**src/rtl/ebc_pkg.sv**
```systemverilog
// Package: shared types for the external bus controller.
// Assumes the 32-bit configuration word layout given in the brief.
package ebc_pkg;

    // Per-region configuration word, bit 31 first.
    typedef struct packed {
        logic [15:0] base;
        logic [7:0]  mask;
        logic        en;
        logic        w16;
        logic        dual8;
        logic        early;
        logic        spare;
        logic [2:0]  ws;
    } region_cfg_t;

    typedef enum logic [1:0] {
        ST_IDLE   = 2'd0,
        ST_SETUP  = 2'd1,
        ST_STROBE = 2'd2,
        ST_DONE   = 2'd3
    } seq_state_e;

    localparam logic [1:0] SZ_BYTE = 2'd0;
    localparam logic [1:0] SZ_HALF = 2'd1;

endpackage

```
**src/rtl/ebc_cfg_regs.sv**
```systemverilog
// Configuration register file: one 32-bit word per chip-select region.
// Written and read through an APB-style port. Word index is paddr[IDX_W+1:2].
// Assumes paddr is wide enough to hold the index plus two byte-offset bits.
module ebc_cfg_regs #(
    parameter int NREG    = 4,
    parameter int PADDR_W = 4
) (
    input  logic                   clk,
    input  logic                   rst_n,
    input  logic                   psel,
    input  logic                   penable,
    input  logic                   pwrite,
    input  logic [PADDR_W-1:0]     paddr,
    input  logic [31:0]            pwdata,
    output logic [31:0]            prdata,
    output logic [NREG-1:0][31:0]  cfg_words
);
    localparam int IDX_W = (NREG > 1) ? $clog2(NREG) : 1;

    logic [IDX_W-1:0] idx;
    logic             wr_en;

    assign idx   = paddr[IDX_W+1:2];
    assign wr_en = psel && penable && pwrite;

    // One register per region; cleared by reset, loaded on a matching write.
    for (genvar g = 0; g < NREG; g++) begin : g_reg
        always_ff @(posedge clk) begin
            if (!rst_n)
                cfg_words[g] <= '0;
            else if (wr_en && (32'(idx) == g))
                cfg_words[g] <= pwdata;
        end
    end

    // Read mux: selected word, zero for unused indices.
    always_comb begin
        prdata = '0;
        for (int i = 0; i < NREG; i++)
            if (32'(idx) == i) prdata = cfg_words[i];
    end

endmodule

```
**src/rtl/ebc_decode.sv**
```systemverilog
// Region decoder: compares the request address with every enabled region
// and picks the lowest-numbered match. Purely combinational.
module ebc_decode #(
    parameter int NREG = 4
) (
    input  logic [31:0]                 addr,
    input  logic [NREG-1:0][31:0]       cfg_words,
    output logic                        hit,
    output logic [$clog2(NREG)-1:0]     hit_idx,
    output ebc_pkg::region_cfg_t        hit_cfg
);
    import ebc_pkg::*;

    logic [NREG-1:0] match;

    // Per-region window compare: fixed top byte, masked second byte.
    for (genvar g = 0; g < NREG; g++) begin : g_cmp
        region_cfg_t c;
        assign c = region_cfg_t'(cfg_words[g]);
        assign match[g] = c.en
                       && (addr[31:24] == c.base[15:8])
                       && (((addr[23:16] ^ c.base[7:0]) & c.mask) == 8'h00);
    end

    // Priority pick: scanning downward lets the lowest index win.
    always_comb begin
        hit     = 1'b0;
        hit_idx = '0;
        hit_cfg = '0;
        for (int i = NREG - 1; i >= 0; i--) begin
            if (match[i]) begin
                hit     = 1'b1;
                hit_idx = i[$clog2(NREG)-1:0];
                hit_cfg = region_cfg_t'(cfg_words[i]);
            end
        end
    end

endmodule

```
**src/rtl/ebc_seq.sv**
```systemverilog
// Access sequencer: accepts one internal request, splits it into external
// cycles by region width and size, times setup and strobe phases from the
// region's wait states, collects read data and raises a one-cycle done.
// Assumes naturally aligned addresses and req_valid held until done.
module ebc_seq #(
    parameter int NREG   = 4,
    parameter int EXT_AW = 24
) (
    input  logic                     clk,
    input  logic                     rst_n,
    input  logic                     req_valid,
    input  logic                     req_write,
    input  logic [1:0]               req_size,
    input  logic [31:0]              req_addr,
    input  logic [31:0]              req_wdata,
    input  logic                     hit,
    input  logic [$clog2(NREG)-1:0]  hit_idx,
    input  ebc_pkg::region_cfg_t     hit_cfg,
    output logic                     req_done,
    output logic [31:0]              req_rdata,
    output logic                     req_err,
    output logic [EXT_AW-1:0]        ext_addr,
    output logic [NREG-1:0]          ext_cs_n,
    output logic                     ext_rd_n,
    output logic [1:0]               ext_we_n,
    output logic [1:0]               ext_be_n,
    output logic [15:0]              ext_dout,
    output logic                     ext_doe,
    input  logic [15:0]              ext_din
);
    import ebc_pkg::*;

    localparam int IDX_W = $clog2(NREG);

    seq_state_e         state;
    region_cfg_t        cur;
    logic [IDX_W-1:0]   cur_idx;
    logic               wr;
    logic [1:0]         size;
    logic [EXT_AW-1:0]  base_addr;
    logic [31:0]        wdata;
    logic [1:0]         beat;
    logic [1:0]         last_beat;
    logic [2:0]         cnt;
    logic [31:0]        rdata;
    logic               err;

    logic [1:0]         new_last;
    logic [4:0]         sh;
    logic               active;
    logic               skip_setup;
    logic [15:0]        lane_val;
    logic [31:0]        bdata;

    // Number of external cycles minus one for the incoming request.
    always_comb begin
        if (hit_cfg.w16)
            new_last = req_size[1] ? 2'd1 : 2'd0;
        else if (req_size == SZ_BYTE)
            new_last = 2'd0;
        else if (req_size == SZ_HALF)
            new_last = 2'd1;
        else
            new_last = 2'd3;
    end

    assign sh         = cur.w16 ? {beat[0], 4'b0000} : {beat, 3'b000};
    assign active     = (state == ST_SETUP) || (state == ST_STROBE);
    assign skip_setup = cur.early && !wr;

    // Read lane extraction for the current external cycle.
    always_comb begin
        if (!cur.w16)
            lane_val = {8'h00, ext_din[7:0]};
        else if (size == SZ_BYTE)
            lane_val = {8'h00, base_addr[0] ? ext_din[15:8] : ext_din[7:0]};
        else
            lane_val = ext_din;
    end

    // Main state machine and datapath registers.
    always_ff @(posedge clk) begin
        if (!rst_n) begin
            state     <= ST_IDLE;
            cur       <= '0;
            cur_idx   <= '0;
            wr        <= 1'b0;
            size      <= '0;
            base_addr <= '0;
            wdata     <= '0;
            beat      <= '0;
            last_beat <= '0;
            cnt       <= '0;
            rdata     <= '0;
            err       <= 1'b0;
        end else begin
            case (state)
                ST_IDLE: begin
                    if (req_valid) begin
                        wr        <= req_write;
                        size      <= req_size;
                        base_addr <= req_addr[EXT_AW-1:0];
                        wdata     <= req_wdata;
                        rdata     <= '0;
                        beat      <= '0;
                        if (!hit) begin
                            err   <= 1'b1;
                            cur   <= '0;
                            state <= ST_DONE;
                        end else begin
                            err       <= 1'b0;
                            cur       <= hit_cfg;
                            cur_idx   <= hit_idx;
                            last_beat <= new_last;
                            cnt       <= hit_cfg.ws;
                            state     <= (hit_cfg.early && !req_write) ? ST_STROBE : ST_SETUP;
                        end
                    end
                end
                ST_SETUP: begin
                    cnt   <= cur.ws;
                    state <= ST_STROBE;
                end
                ST_STROBE: begin
                    if (cnt == 3'd0) begin
                        if (!wr) rdata <= rdata | (32'(lane_val) << sh);
                        if (beat == last_beat) begin
                            state <= ST_DONE;
                        end else begin
                            beat  <= beat + 2'd1;
                            cnt   <= cur.ws;
                            state <= skip_setup ? ST_STROBE : ST_SETUP;
                        end
                    end else begin
                        cnt <= cnt - 3'd1;
                    end
                end
                default: state <= ST_IDLE;
            endcase
        end
    end

    // Internal-side results.
    assign req_done  = (state == ST_DONE);
    assign req_rdata = rdata;
    assign req_err   = err;

    // External address: base plus beat offset scaled by lane count.
    assign ext_addr = base_addr + (cur.w16 ? EXT_AW'({beat, 1'b0}) : EXT_AW'(beat));

    // Chip selects: the latched region's line for the whole access.
    always_comb begin
        ext_cs_n = '1;
        if (active) ext_cs_n[cur_idx] = 1'b0;
    end

    // Byte enables from width, size and address bit 0.
    always_comb begin
        if (!active)
            ext_be_n = 2'b11;
        else if (!cur.w16)
            ext_be_n = 2'b10;
        else if (size == SZ_BYTE)
            ext_be_n = base_addr[0] ? 2'b01 : 2'b10;
        else
            ext_be_n = 2'b00;
    end

    // Strobes: read on rd_n; writes on lane 0 only unless paired mode.
    always_comb begin
        ext_rd_n = !((state == ST_STROBE) && !wr);
        if ((state == ST_STROBE) && wr)
            ext_we_n = (cur.w16 && cur.dual8) ? ext_be_n : 2'b10;
        else
            ext_we_n = 2'b11;
    end

    // Write data for the current beat, bytes duplicated on both lanes.
    assign bdata    = wdata >> sh;
    assign ext_dout = (cur.w16 && size != SZ_BYTE) ? bdata[15:0] : {bdata[7:0], bdata[7:0]};
    assign ext_doe  = active && wr;

    AST_ONE_CS: assert property (@(posedge clk) disable iff (!rst_n)
        $countones(~ext_cs_n) <= 1);

    AST_CS_UNTIL_DONE: assert property (@(posedge clk) disable iff (!rst_n)
        $fell(!(&ext_cs_n)) |-> req_done);

    AST_STROBE_EXCL: assert property (@(posedge clk) disable iff (!rst_n)
        !(!ext_rd_n && (ext_we_n != 2'b11)));

    AST_MISS_QUIET: assert property (@(posedge clk) disable iff (!rst_n)
        (req_done && req_err) |-> ((&ext_cs_n) && req_rdata == 32'd0));

    AST_DONE_PULSE: assert property (@(posedge clk) disable iff (!rst_n)
        req_done |=> !req_done);

    AST_HIGH_STROBE_PAIRED: assert property (@(posedge clk) disable iff (!rst_n)
        !ext_we_n[1] |-> (cur.dual8 && cur.w16 && !ext_be_n[1]));

endmodule

```
**src/rtl/ext_bus_ctrl.sv**
```systemverilog
// Top of the external bus controller: register file, region decoder and
// access sequencer. Assumes one request at a time, held until done.
module ext_bus_ctrl #(
    parameter int NREG    = 4,
    parameter int EXT_AW  = 24,
    parameter int PADDR_W = 4
) (
    input  logic                clk,
    input  logic                rst_n,
    input  logic                apb_psel,
    input  logic                apb_penable,
    input  logic                apb_pwrite,
    input  logic [PADDR_W-1:0]  apb_paddr,
    input  logic [31:0]         apb_pwdata,
    output logic [31:0]         apb_prdata,
    input  logic                req_valid,
    input  logic                req_write,
    input  logic [1:0]          req_size,
    input  logic [31:0]         req_addr,
    input  logic [31:0]         req_wdata,
    output logic                req_done,
    output logic [31:0]         req_rdata,
    output logic                req_err,
    output logic [EXT_AW-1:0]   ext_addr,
    output logic [NREG-1:0]     ext_cs_n,
    output logic                ext_rd_n,
    output logic [1:0]          ext_we_n,
    output logic [1:0]          ext_be_n,
    output logic [15:0]         ext_dout,
    output logic                ext_doe,
    input  logic [15:0]         ext_din
);
    import ebc_pkg::*;

    logic [NREG-1:0][31:0]  cfg_words;
    logic                   hit;
    logic [$clog2(NREG)-1:0] hit_idx;
    region_cfg_t            hit_cfg;

    ebc_cfg_regs #(.NREG(NREG), .PADDR_W(PADDR_W)) u_regs (
        .clk       (clk),
        .rst_n     (rst_n),
        .psel      (apb_psel),
        .penable   (apb_penable),
        .pwrite    (apb_pwrite),
        .paddr     (apb_paddr),
        .pwdata    (apb_pwdata),
        .prdata    (apb_prdata),
        .cfg_words (cfg_words)
    );

    ebc_decode #(.NREG(NREG)) u_dec (
        .addr      (req_addr),
        .cfg_words (cfg_words),
        .hit       (hit),
        .hit_idx   (hit_idx),
        .hit_cfg   (hit_cfg)
    );

    ebc_seq #(.NREG(NREG), .EXT_AW(EXT_AW)) u_seq (
        .clk       (clk),
        .rst_n     (rst_n),
        .req_valid (req_valid),
        .req_write (req_write),
        .req_size  (req_size),
        .req_addr  (req_addr),
        .req_wdata (req_wdata),
        .hit       (hit),
        .hit_idx   (hit_idx),
        .hit_cfg   (hit_cfg),
        .req_done  (req_done),
        .req_rdata (req_rdata),
        .req_err   (req_err),
        .ext_addr  (ext_addr),
        .ext_cs_n  (ext_cs_n),
        .ext_rd_n  (ext_rd_n),
        .ext_we_n  (ext_we_n),
        .ext_be_n  (ext_be_n),
        .ext_dout  (ext_dout),
        .ext_doe   (ext_doe),
        .ext_din   (ext_din)
    );

endmodule

```
**config.mk**
```make
export PLATFORM = sky130hd
export DESIGN_NAME = ext_bus_ctrl
export DESIGN_NICKNAME = d
export VERILOG_FILES = /design/src/rtl/ebc_pkg.sv /design/src/rtl/ebc_cfg_regs.sv /design/src/rtl/ebc_decode.sv /design/src/rtl/ebc_seq.sv /design/src/rtl/ext_bus_ctrl.sv
export SDC_FILE = /design/constraint.sdc
export NUM_CORES = 1
export LEC_CHECK = 0
export BUFFER_PORTS_ARGS = -buffer_cell sky130_fd_sc_hd__buf_2
export CAP_MARGIN = 20
export CORE_UTILIZATION = 60
export CTS_CLUSTER_DIAMETER = 120
export CTS_CLUSTER_SIZE = 40
export DETAILED_ROUTE_END_ITERATION = 6
export PLACE_DENSITY = 0.86
export SLEW_MARGIN = 25
export SYNTH_ARGS = -nofsm -noshare
export SYNTH_HDL_FRONTEND = slang
export SYNTH_SLANG_ARGS = --single-unit
```
**constraint.sdc**
```tcl
create_clock -name clk -period 7 [get_ports clk]
set_clock_uncertainty 0.15 [all_clocks]
set_input_delay 0.7 -clock clk [delete_from_list [all_inputs] [get_ports clk]]
set_output_delay 0.7 -clock clk [all_outputs]
set_load 0.01 [all_outputs]
```
==> qor.txt <==
Xor/xnor share of the synthesized area = 6.74%
Failing checks = design-rule violations
Post-synth EDFFs = 0
Synthesis-to-finish area growth = 11.6%
Nets@finish = 1793
Worst-margin pin slew = 1.06 ns
Multiplexer share of the synthesized area = 6.83%
Worst hold slack = 0.274 ns
Synth async-reset ratio = 0%
Core area = 19500 µm²
Die Ht = 144 µm
Slew HR = 29.3%
Post-cts sizing count = 0
Share of cells above drive strength 1 = 19.3%
Ys Warns = 0
Hold_buf cts = 0
Total net switching power = 1070 µW
HPWL after DPL = 24.0 mm
Avg Cell Area, Syn = 7.98 µm²
RSZ-0062 raised after global routing = false
CTS root buf = clkbuf_16
Most frequent cells in the layout = nand2_1 (434), a21oi_1 (245), buf_2 (238)
Reg2Reg Setup Slack = 3.80 ns
Routed Antenna Nets = 0
Compound-gate portion of the synthesized area = 19.1%
Max-cap violation count = 0
P_leak = 0.00526 µW
Worst path arrival time = 4.33 ns
Starting Density = 61.5%
Setup violators final = 0
Post-synth cell types = 72
Comb pwr share = 29.1%
Setup crit end = ext_addr[20]
Part of the power in registers = 49.8%
First-pass GRT wire length = 52.6 mm
DR pass1 iterations = 7
Clock-pin slew on the worst setup and hold paths = 0.15 ns
Int Power = 2020 µW
Vias in the first global route = 10403
Cells after synthesis = 1505
Clk pwr share = 21.1%
DR DRC count = 16
Crit path launch type = flop
Main combinational cell family by area after synthesis = simple AND/OR/NAND/NOR gates
Seq cells post-synth = 237
Fillers = 1642
Setup TNS Final = 0 ns
Final Cell Area = 13400 µm²
Vias/cell = 6.00
Final wirelength = 34.5 mm
Worst Hold Class = in -> reg
Wire length per cell = 18.0 µm
IO Port Bufs = 238
Post-Syn Area = 12000 µm²
Global route overflow = 0
Die area = 20600 µm²
Final worst-path cycle share = 73.9%
Fmax = 193 MHz
Chip Width = 144 µm
Worst r2r src = u_seq.state[0]
Status = finished, violations left
Syn_nets = 1640
R2r worst-path depth = 9
CTS tree = yes
Clock Path Buffers = 3
CP startpoint = u_seq.beat[0]
CP Capture Type = output port
Post-synthesis simple-gate area fraction = 21.8%
Detailed Route Iter0 Violations = 1050
Final hold vios = 0
Pwr/cell area = 230 nW/µm²
Post-CTS Setup Bufs = 0
Clock Latency Late Sink = 0.49 ns
Net Sw Frac = 34.6%
Initial antenna violation count = 1
Post-place instance area = 13200 µm²
Reg2reg end = u_seq.req_rdata[7]
CTS Buf Count = 9
IO Count = 241
WP data required = 6.15 ns
Sequential share of the synthesized area = 39.5%
Top_reg_cell synth = dfxtp_1
CTS HTree Levels = 1
Crit path time final = 5.18 ns
GRT Overall Usage = 32.3%
Pin count of the biggest net entering global routing = 117
Synth Area in Adders = 1.10%
Crit Path Max Fanout = 31
Via Count = 11541
Worst vdd ir = 0.000217 V
Routability cong. = 0.974
FP Rows = 51
# clock sinks = 237
Most common cell after layout, fill and taps aside = nand2_1
WS Path Type = reg -> out
Slew Viols, Final = 0
-- cell type report --
cell class	count	area, µm²	area share (%)
tap	265	332	2.47
clock inverter	1	5.00	0.0373
clock buffer	9	225	1.68
antenna	1	2.50	0.0187
multi-input combinational	1132	6710	50.0
timing repair buffer	251	1290	9.61
inverter	27	106	0.793
sequential	237	4750	35.4
-- logic make-up (layout without fill, tap and decap cells) --
group,after synthesis,in the layout
xor+xnor,89,89
simple gates,610,610
flops,237,237
mux,42,42
other cells,0,1
buf+inv,136,288
compound gates,381,381
fa+ha+maj,10,10
-- metrics by stage --
step | utilization, % | worst slack (ns) | total power, µW | std cells
floorplan | - | 3.14 | 2150 | 1505
global placement | 67.4 | 2.18 | 2420 | 1912
detailed placement | 67.4 | 2.04 | 2450 | 1912
CTS | 68.6 | 1.46 | 3080 | 1922
global route | 68.7 | 1.52 | 3250 | 1922
finish | 68.7 | 1.82 | 3090 | 1923
-- metal layers --
metal	part of all wire, %	track usage [%]
met4	3.1	11.3
met2	49	57.1
met3	9.1	4.50
met1	39	40.2
met5	0	0
-- power groups by stage --
stage | sequential [µW] | combinational [µW] | clock [µW]
after floorplan | 1550 | 608 | 0
after global placement | 1560 | 861 | 0
after detailed placement | 1570 | 884 | 0
after CTS | 1540 | 890 | 657
after global routing | 1550 | 993 | 702
final | 1540 | 898 | 652
-- registers in the layout, summed over array words and instances, names as in the netlist, 2 cells and up --
register          flops
u_seq.beat            2
u_seq.base_addr      24
u_seq.cur             6
u_seq.wdata          32
u_seq.size            2
u_seq.state           2
u_seq.last_beat       2
u_regs.cfg_words    128
u_seq.cur_idx         2
u_seq.req_rdata      32
u_seq.cnt             3
-- critical path: stages (launching register included) --
cell      delay, ns
dfxtp_2        0.72
nand2b_1       0.58
inv_1          0.21
ha_1           0.20
inv_1          0.07
fa_1           0.41
nand2b_1       0.17
a21oi_1        0.33
and3_1         0.25
nor2b_1        0.24
and4_1         0.25
nand2_1        0.08
xnor2_1        0.15
buf_2          0.16
-- synthesized netlist by cell type (all sizes together) (3+ instances only) --
library cell  count  area, µm²
nor2             57        214
o22ai            10       62.6
nand3            23        115
o21a             24        180
a22o              9       78.8
clkbuf           85        329
nor3             19        105
o2bb2ai           3       26.3
a222oi            3       30.0
nand4            11       83.8
a2111oi           4       35.0
nor2b            10       62.6
nand2           435       1630
o21ai             8       40.0
xnor2            44        415
o31ai             4       35.0
a22oi            20        160
a32o              3       30.0
nor4              4       55.1
xor2             45        394
a31oi             4       25.0
a311oi            5       43.8
and4              5       43.8
a211oi            3       22.5
dfxtp           237       4740
o211ai            9       67.6
a21oi           247       1240
a211o             3       26.3
mux2i            10        100
and3             19        120
and2              8       51.3
nand2b            4       25.0
ha                9        113
mux4             32        721
buf              24        159
a21o             11       82.6
or2               3       18.8
a2111o            3       33.8
inv              25       93.8
-- worst min-delay path by stage --
| stage | start | endpoint | slack [ns] | depth (start not counted) |
|---|---|---|---|---|
| 6_report | req_addr[8] | u_seq.base_addr[8] | 0.27 | 3 |
| 5_1_grt | req_wdata[19] | u_seq.wdata[19] | 0.27 | 3 |
| 4_1_cts | req_wdata[31] | u_seq.wdata[31] | 0.27 | 3 |
| 3_5_place_dp | u_seq.req_rdata[24] | u_seq.req_rdata[24] | 0.30 | 2 |
| 3_3_place_gp | u_regs.cfg_words[99] | u_regs.cfg_words[99] | 0.29 | 2 |
| 2_1_floorplan | u_regs.cfg_words[35] | u_regs.cfg_words[35] | 0.28 | 2 |
Power figures use the tool's default switching activity.
